==> config.mk <==
export PLATFORM = sky130hd
export DESIGN_NAME = divmul_unit
export DESIGN_NICKNAME = d
export VERILOG_FILES = /design/src/rtl/divmul_unit.sv
export SDC_FILE = /design/constraint.sdc
export NUM_CORES = 1
export LEC_CHECK = 0
export ABC_AREA = 1
export CORE_MARGIN = 3
export CORE_UTILIZATION = 35
export CTS_CLUSTER_SIZE = 10
export DETAILED_ROUTE_END_ITERATION = 8
export DONT_BUFFER_PORTS = 1
export PLACE_DENSITY = 0.58
export SETUP_SLACK_MARGIN = 0.5
export SKIP_LAST_GASP = 1
export SYNTH_ARGS = -nofsm -noshare
export SYNTH_HDL_FRONTEND = slang
export SYNTH_SLANG_ARGS = --single-unit
==> constraint.sdc <==
create_clock -name clk -period 3.1 [get_ports clk]
set_input_delay 0.31 -clock clk [delete_from_list [all_inputs] [get_ports clk]]
set_output_delay 0.31 -clock clk [all_outputs]
set_load 0.005 [all_outputs]
==> src/rtl/divmul_unit.sv <==
module divmul_unit #(
  parameter int W = 32
) (
  input  logic         clk,
  input  logic         rst_n,
  input  logic         start,
  input  logic [3:0]   func,
  input  logic [W-1:0] opa,
  input  logic [W-1:0] opb,
  output logic         busy,
  output logic         done,
  output logic         illegal,
  output logic [W-1:0] result
);
  localparam int CW = (W > 1) ? $clog2(W) : 1;
  localparam logic [CW-1:0] LAST = CW'(W - 1);

  typedef enum logic [1:0] {S_IDLE, S_RUN, S_FIN} st_t;

  st_t          st;
  logic [CW-1:0] cnt;
  logic [3:0]   fn;
  logic [W-1:0] hi_r, lo_r, dvs_r, dnd_r;
  logic         neg_q, neg_r;

  wire legal  = (func == 4'd0) || (func == 4'd1) || (func == 4'd2) ||
                (func == 4'd3) || (func == 4'd8) || (func == 4'd9);
  wire sgn    = (func == 4'd2) || (func == 4'd3);
  wire a_neg  = sgn & opa[W-1];
  wire b_neg  = sgn & opb[W-1];
  wire accept = start && (st == S_IDLE);

  wire [W:0] trial = {hi_r, lo_r[W-1]} - {1'b0, dvs_r};
  wire [W:0] msum  = {1'b0, hi_r} + (lo_r[0] ? {1'b0, dvs_r} : '0);
  wire       dz    = (dvs_r == '0);

  logic [W-1:0] fin;
  always_comb begin
    case (fn)
      4'd0:    fin = dz ? '1 : lo_r;
      4'd1:    fin = dz ? dnd_r : hi_r;
      4'd2:    fin = dz ? '1 : (neg_q ? -lo_r : lo_r);
      4'd3:    fin = dz ? dnd_r : (neg_r ? -hi_r : hi_r);
      4'd9:    fin = hi_r;
      default: fin = lo_r;
    endcase
  end

  assign busy = (st != S_IDLE);

  always_ff @(posedge clk or negedge rst_n) begin
    if (!rst_n) begin
      st <= S_IDLE; cnt <= '0; fn <= '0;
      hi_r <= '0; lo_r <= '0; dvs_r <= '0; dnd_r <= '0;
      neg_q <= 1'b0; neg_r <= 1'b0;
      done <= 1'b0; illegal <= 1'b0; result <= '0;
    end else begin
      done <= 1'b0;
      illegal <= 1'b0;
      case (st)
        S_IDLE: if (accept) begin
          if (!legal) begin
            done <= 1'b1;
            illegal <= 1'b1;
            result <= '0;
          end else begin
            st <= S_RUN;
            cnt <= '0;
            fn <= func;
            hi_r <= '0;
            dnd_r <= opa;
            neg_q <= a_neg ^ b_neg;
            neg_r <= a_neg;
            lo_r <= a_neg ? -opa : opa;
            dvs_r <= b_neg ? -opb : opb;
          end
        end
        S_RUN: begin
          if (fn[3]) begin
            hi_r <= msum[W:1];
            lo_r <= {msum[0], lo_r[W-1:1]};
          end else if (!trial[W]) begin
            hi_r <= trial[W-1:0];
            lo_r <= {lo_r[W-2:0], 1'b1};
          end else begin
            hi_r <= {hi_r[W-2:0], lo_r[W-1]};
            lo_r <= {lo_r[W-2:0], 1'b0};
          end
          cnt <= cnt + 1'b1;
          if (cnt == LAST) st <= S_FIN;
        end
        default: begin
          result <= fin;
          done <= 1'b1;
          st <= S_IDLE;
        end
      endcase
    end
  end
endmodule

==> load_flow_metrics.sql, run 1 <==
INSERT INTO impl_metrics (metric_group, metric, value, unit) VALUES
('status', 'outcome', 'finished with violations', ''),
('status', 'failed_checks', 'negative hold slack', ''),
('synthesis', 'synth_cells', '3093', ''),
('placement', 'dp.cells', '3731', ''),
('synthesis', 'synth-async-reset-ratio', '1.00', ''),
('floorplan', 'ios', '106', ''),
('synthesis', 'synth_cell_types', '51', ''),
('synthesis', 'netlist_top_cells_count', 'nand2_1, inv_1, nand3_1', ''),
('clock_network', 'clk-insertion-delay-late', '510', 'ps'),
('placement', 'routabilityCongestion', '1.02', ''),
('clock_network', 'hold_buffers', '42', ''),
('floorplan', 'chipWidth', '232', 'um'),
('synthesis', 'post_synth_xor_area_fraction', '0.0210', ''),
('synthesis', 'synth-adder-area-share', '0.0510', ''),
('power_and_ir_drop', 'vdd_drop_max', '1.01', 'mV'),
('synthesis', 'synth-edff-count', '0', ''),
('worst_setup_path', 'crit_chain', 'buf_12 > nand2_1 > inv_1 > ha_1 > a21oi_1 > o21ai_0 > a21oi_1 > nand3_1 > xnor2_1 > nand2_1 > nand3_1 > nand2_1', ''),
('timing', 'final.hold.worst_slack', '-504', 'ps'),
('synthesis', 'seq_area_frac_synth', '0.244', ''),
('worst_setup_path', 'critical_path_class', 'register to register', ''),
('synthesis', 'muxShareOfSynthArea', '0', ''),
('timing', 'tns', '0', 'ps'),
('worst_setup_path', 'timing.critical_path.mode_cell', 'nand2_1', ''),
('drt', 'avg_wl_per_cell', '20.1', 'um'),
('clock_network', 'clk_transition_reported_paths', '90', 'ps'),
('synthesis', 'yosys_register_bits', '175', ''),
('floorplan', 'initial_utilization', '0.356', ''),
('floorplan', 'dieArea', '54000', 'sq um'),
('finish', 'final_instance_count_excl_fillers', '3828', ''),
('drt', 'routed_wirelength', '76900', 'um'),
('timing', 'finalHoldViolCount', '175', ''),
('timing', 'post-route-min-period', '2550', 'ps'),
('timing', 'max_freq', '0.392', 'GHz'),
('clock_network', 'cts_made_buffers', '17', ''),
('synthesis', 'synthesis.area_per_instance', '5.80', 'sq um'),
('grt', 'grt_max_degree', '176', ''),
('synthesis', 'synth_top_area_frac', '0.244', ''),
('timing', 'count_of_pins_over_their_slew_limit', '0', ''),
('worst_setup_path', 'cp_max_fo', '30', ''),
('synthesis', 'ys_warn_count', '0', ''),
('synthesis', 'dominantRegCellSynth', 'dfrtp_1', ''),
('worst_hold_path', 'worst_hold_path_type', 'input pin to asynchronous set/reset pin', ''),
('drt', 'drcViolationCount', '0', ''),
('synthesis', 'synth-compound-area-share', '0.162', ''),
('synthesis', 'synth.cell_area', '17900', 'sq um'),
('clock_network', 'clk_path_buf_depth', '2', ''),
('timing', 'final-setup-viol-count', '0', ''),
('synthesis', 'synth_top_family_by_area', 'simple AND/OR/NAND/NOR gates', ''),
('power_and_ir_drop', 'power_density', '1310', 'nW/um^2'),
('floorplan', 'std_cell_rows', '82', ''),
('floorplan', 'floorplan.core_area', '50400', 'sq um'),
('finish', 'design.final.nets', '3285', ''),
('finish', 'flow.area_growth_from_synthesis', '14.9', '%'),
('drt', 'ant_nets', '0', ''),
('clock_network', 'tritoncts', 'built', ''),
('clock_network', 'root_buffer', 'clkbuf_16', ''),
('timing', 'layout_worst_path_cycle_share', '0.823', ''),
('worst_setup_path', 'timing.critical_path.max_delay_family', 'compound AO/OA/AOI/OAI gates', ''),
('grt', 'grt_pass1_vias', '18500', ''),
('worst_setup_path', 'path_buf_inv', '2', ''),
('drt', 'avgViaCountPerCell', '5.39', ''),
('worst_setup_path', 'crit_path_end_kind', 'register', ''),
('synthesis', 'synthMostInstantiatedCell', 'nand2_1', ''),
('placement', 'detailed_place_hpwl', '59500', 'um'),
('drt', 'drt-pass1-iter-count', '5', ''),
('worst_setup_path', 'critical_path.startpoint_type', 'register', ''),
('drt', 'vias', '20600', ''),
('synthesis', 'synth.net_count', '3236', ''),
('worst_setup_path', 'timing.critical_path.slowest_stage_cell', 'dfrtp_2', ''),
('clock_network', 'cts.sink_count', '175', ''),
('worst_setup_path', 'crit_arrival', '2940', 'ps');
==> state kept, by name, summed over array words and instances (netlist names) <==
name,flops
neg_r,1
neg_q,1
cnt,5
hi_r,32
st,2
done,1
lo_r,32
illegal,1
result,32
dnd_r,32
dvs_r,32
fn,4
==> worst paths after layout <==
| path | start | endpoint | slack [ps] | depth (start not counted) |
|---|---|---|---|---|
| min in group clk | opb[27] | dvs_r[27] | 30 | 2 |
| worst min register to register | cnt[2] | cnt[2] | 490 | 1 |
| worst max register to register | lo_r[0] | hi_r[16] | 550 | 12 |
| worst max-delay path | lo_r[0] | hi_r[16] | 550 | 12 |
| max in group asynchronous | rst_n | dvs_r[16] | 3240 | 0 |
| worst min-delay path | rst_n | result[8] | -500 | 0 |
==> routing by layer <==
layer | track usage | vias up | wire length, um
met2 | 0.395 | 1005 | 30800
met3 | 0.0814 | 84 | 8720
met4 | 0.0794 | 0 | 1900
met1 | 0.417 | 9503 | 35400
li1 | - | 10000 | -
met5 | 0 | - | 0
==> worst reg2reg max path: cells and delay by family, from the launching register on <==
family / cells / cell delay [ps]
AO/OA/AOI/OAI: 3 / 600
XOR/XNOR: 1 / 220
adder cells (fa/ha/maj): 1 / 350
buffers and inverters: 2 / 230
flip-flops: 1 / 450
AND/OR/NAND/NOR: 5 / 580
==> report_power, final <==
| part | switching (mW) | internal (mW) | leakage (nW) |
|---|---|---|---|
| sequential | 1.31 | 3.45 | 2.15 |
| combinational | 13.3 | 6.60 | 8.13 |
| clock | 1.12 | 1.27 | 0.303 |
==> placed cells by master, fill, tap and decap left out, types with 47 or more instances in the layout <==
| cell type | netlist | final |
|---|---|---|
| nand2_1 | 937 | 923 |
| inv_1 | 474 | 465 |
| nand3_1 | 296 | 291 |
| o21ai_0 | 277 | 265 |
| nor2_1 | 271 | 254 |
| dfrtp_1 | 175 | 161 |
| a21oi_1 | 160 | 147 |
| buf_4 | 2 | 89 |
| nand4_1 | 52 | 52 |
| nor3_1 | 49 | 47 |
==> cell type report <==
class                           count  area, sq um
Antenna cell                        1         2.50
Clock buffer                       20          467
Clock inverter                     12          146
Fill cell                        5551        29800
Inverter                          486         1830
Multi-Input combinational cell   2325        11700
Sequential cell                   175         4400
Tap cell                          672          841
Timing Repair Buffer              137         1210
==> logic make-up (layout without fill, tap and decap cells) <==
logic type      after synthesis  after routing
compound gates              540            540
xor+xnor                     43             43
fa+ha+maj                    72             72
buf+inv                     596            655
flops                       175            175
other cells                   0              1
simple gates               1667           1670
==> stage by stage <==
step	cell area [sq um]	setup WS, ps	hold WS (ps)	utilization	power, mW
finish	20600	550	-504	0.409	27.1
global route	20600	436	-527	0.409	29.3
CTS	20100	498	-536	0.399	25.5
detailed placement	18900	318	20.1	0.376	22.6
global placement	18900	357	20.0	0.376	22.7
floorplan	17900	519	14.4	-	16.8
==> repair_timing <==
item,CTS,global route
pin swaps,3,17
endpoints found under the setup margin,32,49
buffers inserted,4,15
gates resized for setup,8,124
hold endpoints to repair,217,175
gates cloned,2,1
Power figures use the tool's default switching activity.
==> run 2: changes to the inputs <==
==> constraint.sdc (replaced) <==
create_clock -name clk -period 2.5 [get_ports clk]
set_input_delay 0.25 -clock clk [delete_from_list [all_inputs] [get_ports clk]]
set_output_delay 0.25 -clock clk [all_outputs]
set_load 0.005 [all_outputs]
==> load_flow_metrics.sql, run 2 (synthesis gave the netlist of run 1 again) <==
INSERT INTO impl_metrics (metric_group, metric, value, unit) VALUES
('status', 'outcome', 'finished with violations', ''),
('status', 'failed_checks', 'negative hold slack', ''),
('floorplan', 'initial_utilization', '0.356', ''),
('clock_network', 'root_buffer', 'clkbuf_16', ''),
('timing', 'max_freq', '0.405', 'GHz'),
('floorplan', 'std_cell_rows', '82', ''),
('timing', 'maxSlewHeadroom', '0.347', ''),
('worst_setup_path', 'register_to_register_setup_slack', '30', 'ps'),
('power_and_ir_drop', 'vdd_drop_max', '0.813', 'mV'),
('worst_setup_path', 'crit_arrival', '2810', 'ps'),
('finish', 'mostFrequentLayoutCell', 'nand2_1', ''),
('power_and_ir_drop', 'power_density', '1670', 'nW/um^2'),
('drt', 'routed_wirelength', '80300', 'um'),
('timing', 'post-route-min-period', '2470', 'ps'),
('timing', 'timing.clock.skew', '26.1', 'ps'),
('power_and_ir_drop', 'finalPower', '39.9', 'mW'),
('worst_setup_path', 'worst-path-stages', '15', ''),
('grt', 'groute.usage.overall', '0.290', ''),
('worst_setup_path', 'crit_chain', 'ha_4 > fa_2 > inv_2 > nand2_2 > nand2_2 > nand3_2 > nand2_2 > nand2_2 > nand2_4 > nand2_4 > nand2_4 > nand2_8 > nand2_8 > o21ai_1 > a22oi_1', ''),
('worst_setup_path', 'path_buf_inv', '1', ''),
('worst_setup_path', 'critical_path.startpoint_type', 'register', ''),
('drt', 'drt-pass1-iter-count', '8', ''),
('worst_setup_path', 'depth_of_the_worst_register_to_register_path', '15', ''),
('placement', 'place_ws', '-84.0', 'ps'),
('finish', 'layout-drive-gt1-share', '0.226', ''),
('floorplan', 'dieArea', '54000', 'sq um'),
('floorplan', 'ios', '106', ''),
('drt', 'ant_nets', '0', ''),
('drt', 'vias', '21800', ''),
('timing', 'layout_worst_path_cycle_share', '0.989', ''),
('clock_network', 'cts_made_buffers', '17', ''),
('grt', 'grt_overflow', '0', ''),
('grt', 'grt_max_degree', '176', ''),
('timing', 'worst_slack', '28.4', 'ps'),
('clock_network', 'tritoncts', 'built', ''),
('timing', 'count_of_pins_over_their_slew_limit', '0', ''),
('timing', 'final-setup-viol-count', '0', ''),
('placement', 'port_buffers', '0', ''),
('drt', 'avgViaCountPerCell', '5.39', ''),
('grt', 'grt_pass1_vias', '19600', ''),
('worst_setup_path', 'timing.critical_path.slowest_stage_cell', 'dfrtp_2', ''),
('clock_network', 'clk_path_buf_depth', '2', ''),
('grt', 'initial_antenna_violation_count', '2', ''),
('timing', 'grt_setup_unrepaired', 'yes', ''),
('drt', 'avg_wl_per_cell', '19.9', 'um'),
('worst_setup_path', 'timing.critical_path.max_delay_family', 'simple AND/OR/NAND/NOR gates', ''),
('worst_setup_path', 'r2r-end', 'lo_r[0]', ''),
('clock_network', 'clk_transition_reported_paths', '70', 'ps'),
('worst_setup_path', 'critical_path_s_largest_stage_delay', '430', 'ps'),
('worst_setup_path', 'timing.critical_path.mode_cell', 'nand2_2', ''),
('worst_setup_path', 'cp_max_fo', '7', ''),
('placement', 'detailed_place_hpwl', '60200', 'um'),
('floorplan', 'floorplan.core_area', '50400', 'sq um'),
('worst_setup_path', 'critical_path_class', 'register to register', ''),
('clock_network', 'cts.sink_count', '175', ''),
('placement', 'routabilityCongestion', '1.02', ''),
('job', 'cap_viol_max_count', '0', ''),
('clock_network', 'hold_buffers', '52', ''),
('drt', 'drt_iter0_drc', '2461', ''),
('floorplan', 'chipWidth', '232', 'um'),
('finish', 'flow.area_growth_from_synthesis', '33.5', '%'),
('timing', 'finalHoldViolCount', '175', ''),
('worst_setup_path', 'crit_path_end_kind', 'register', ''),
('finish', 'design.final.nets', '3504', ''),
('grt', 'first_pass_grt_wire_length', '119000', 'um'),
('finish', 'most_frequent_cells_in_the_layout', 'nand2_1, inv_1, buf_4, nand3_1, o21ai_0', ''),
('finish', 'final_util', '0.476', ''),
('floorplan', 'chipHeight', '232', 'um'),
('drt', 'drcViolationCount', '0', ''),
('worst_setup_path', 'critical_path_required', '2830', 'ps'),
('worst_setup_path', 'worstReg2RegStart', 'dvs_r[0]', ''),
('clock_network', 'clk-insertion-delay-late', '510', 'ps'),
('clock_network', 'htree_levels', '4', ''),
('timing', 'worst_slew_pin_slew', '979', 'ps'),
('timing', 'final.hold.worst_slack', '-557', 'ps'),
('worst_hold_path', 'worst_hold_path_type', 'input pin to asynchronous set/reset pin', ''),
('power_and_ir_drop', 'total_leakage_power', '11.9', 'nW');
-- run 2: worst max path at each step --
stage	from	endpoint	slack [ps]
final	dvs_r[0]	lo_r[0]	30
after global routing	lo_r[0]	hi_r[11]	-100
after CTS	lo_r[0]	hi_r[31]	90
after detailed placement	dvs_r[7]	hi_r[22]	-80
after global placement	dvs_r[7]	hi_r[20]	-80
after floorplan	lo_r[31]	hi_r[27]	280
-- run 2: power by group --
part / internal (mW) / switching, mW / leakage (nW)
clock: 1.42 / 1.37 / 0.279
combinational: 12.2 / 18.9 / 9.53
sequential: 4.31 / 1.69 / 2.13
-- run 2: stage by stage --
step | hold slack [ps] | TNS (ps) | cell area [sq um] | instances
after global placement | -39.9 | -376 | 20100 | 3880
after global routing | -585 | -523 | 24000 | 4045
after floorplan | -45.6 | 0 | 18000 | 3093
after CTS | -599 | 0 | 22800 | 4014
final | -557 | 0 | 24000 | 4046
after detailed placement | -38.0 | -302 | 20100 | 3880
-- run 2: final cells by class --
type | instances | area (sq um)
Timing Repair inverter | 1 | 5.00
Clock buffer | 19 | 443
Multi-Input combinational cell | 2325 | 13200
Clock inverter | 12 | 126
Inverter | 486 | 1840
Timing Repair Buffer | 355 | 3120
Fill cell | 5168 | 26400
Sequential cell | 175 | 4420
Antenna cell | 1 | 2.50
Tap cell | 672 | 841
-- run 2: repair_timing --
item	4_1_cts	5_1_grt
cloned	6	3
pin swaps	70	85
endpoints found under the setup margin	65	106
gates resized for setup	285	219
hold endpoints to repair	230	175
buffers inserted	45	28
-- run 2: metal layers --
metal / vias to the layer above / wire, um / global-route usage
li1: 10500 / - / -
met3: 140 / 9150 / 0.0785
met2: 1123 / 31900 / 0.396
met4: 2 / 3000 / 0.0997
met5: - / 12 / 0
met1: 10000 / 36200 / 0.432
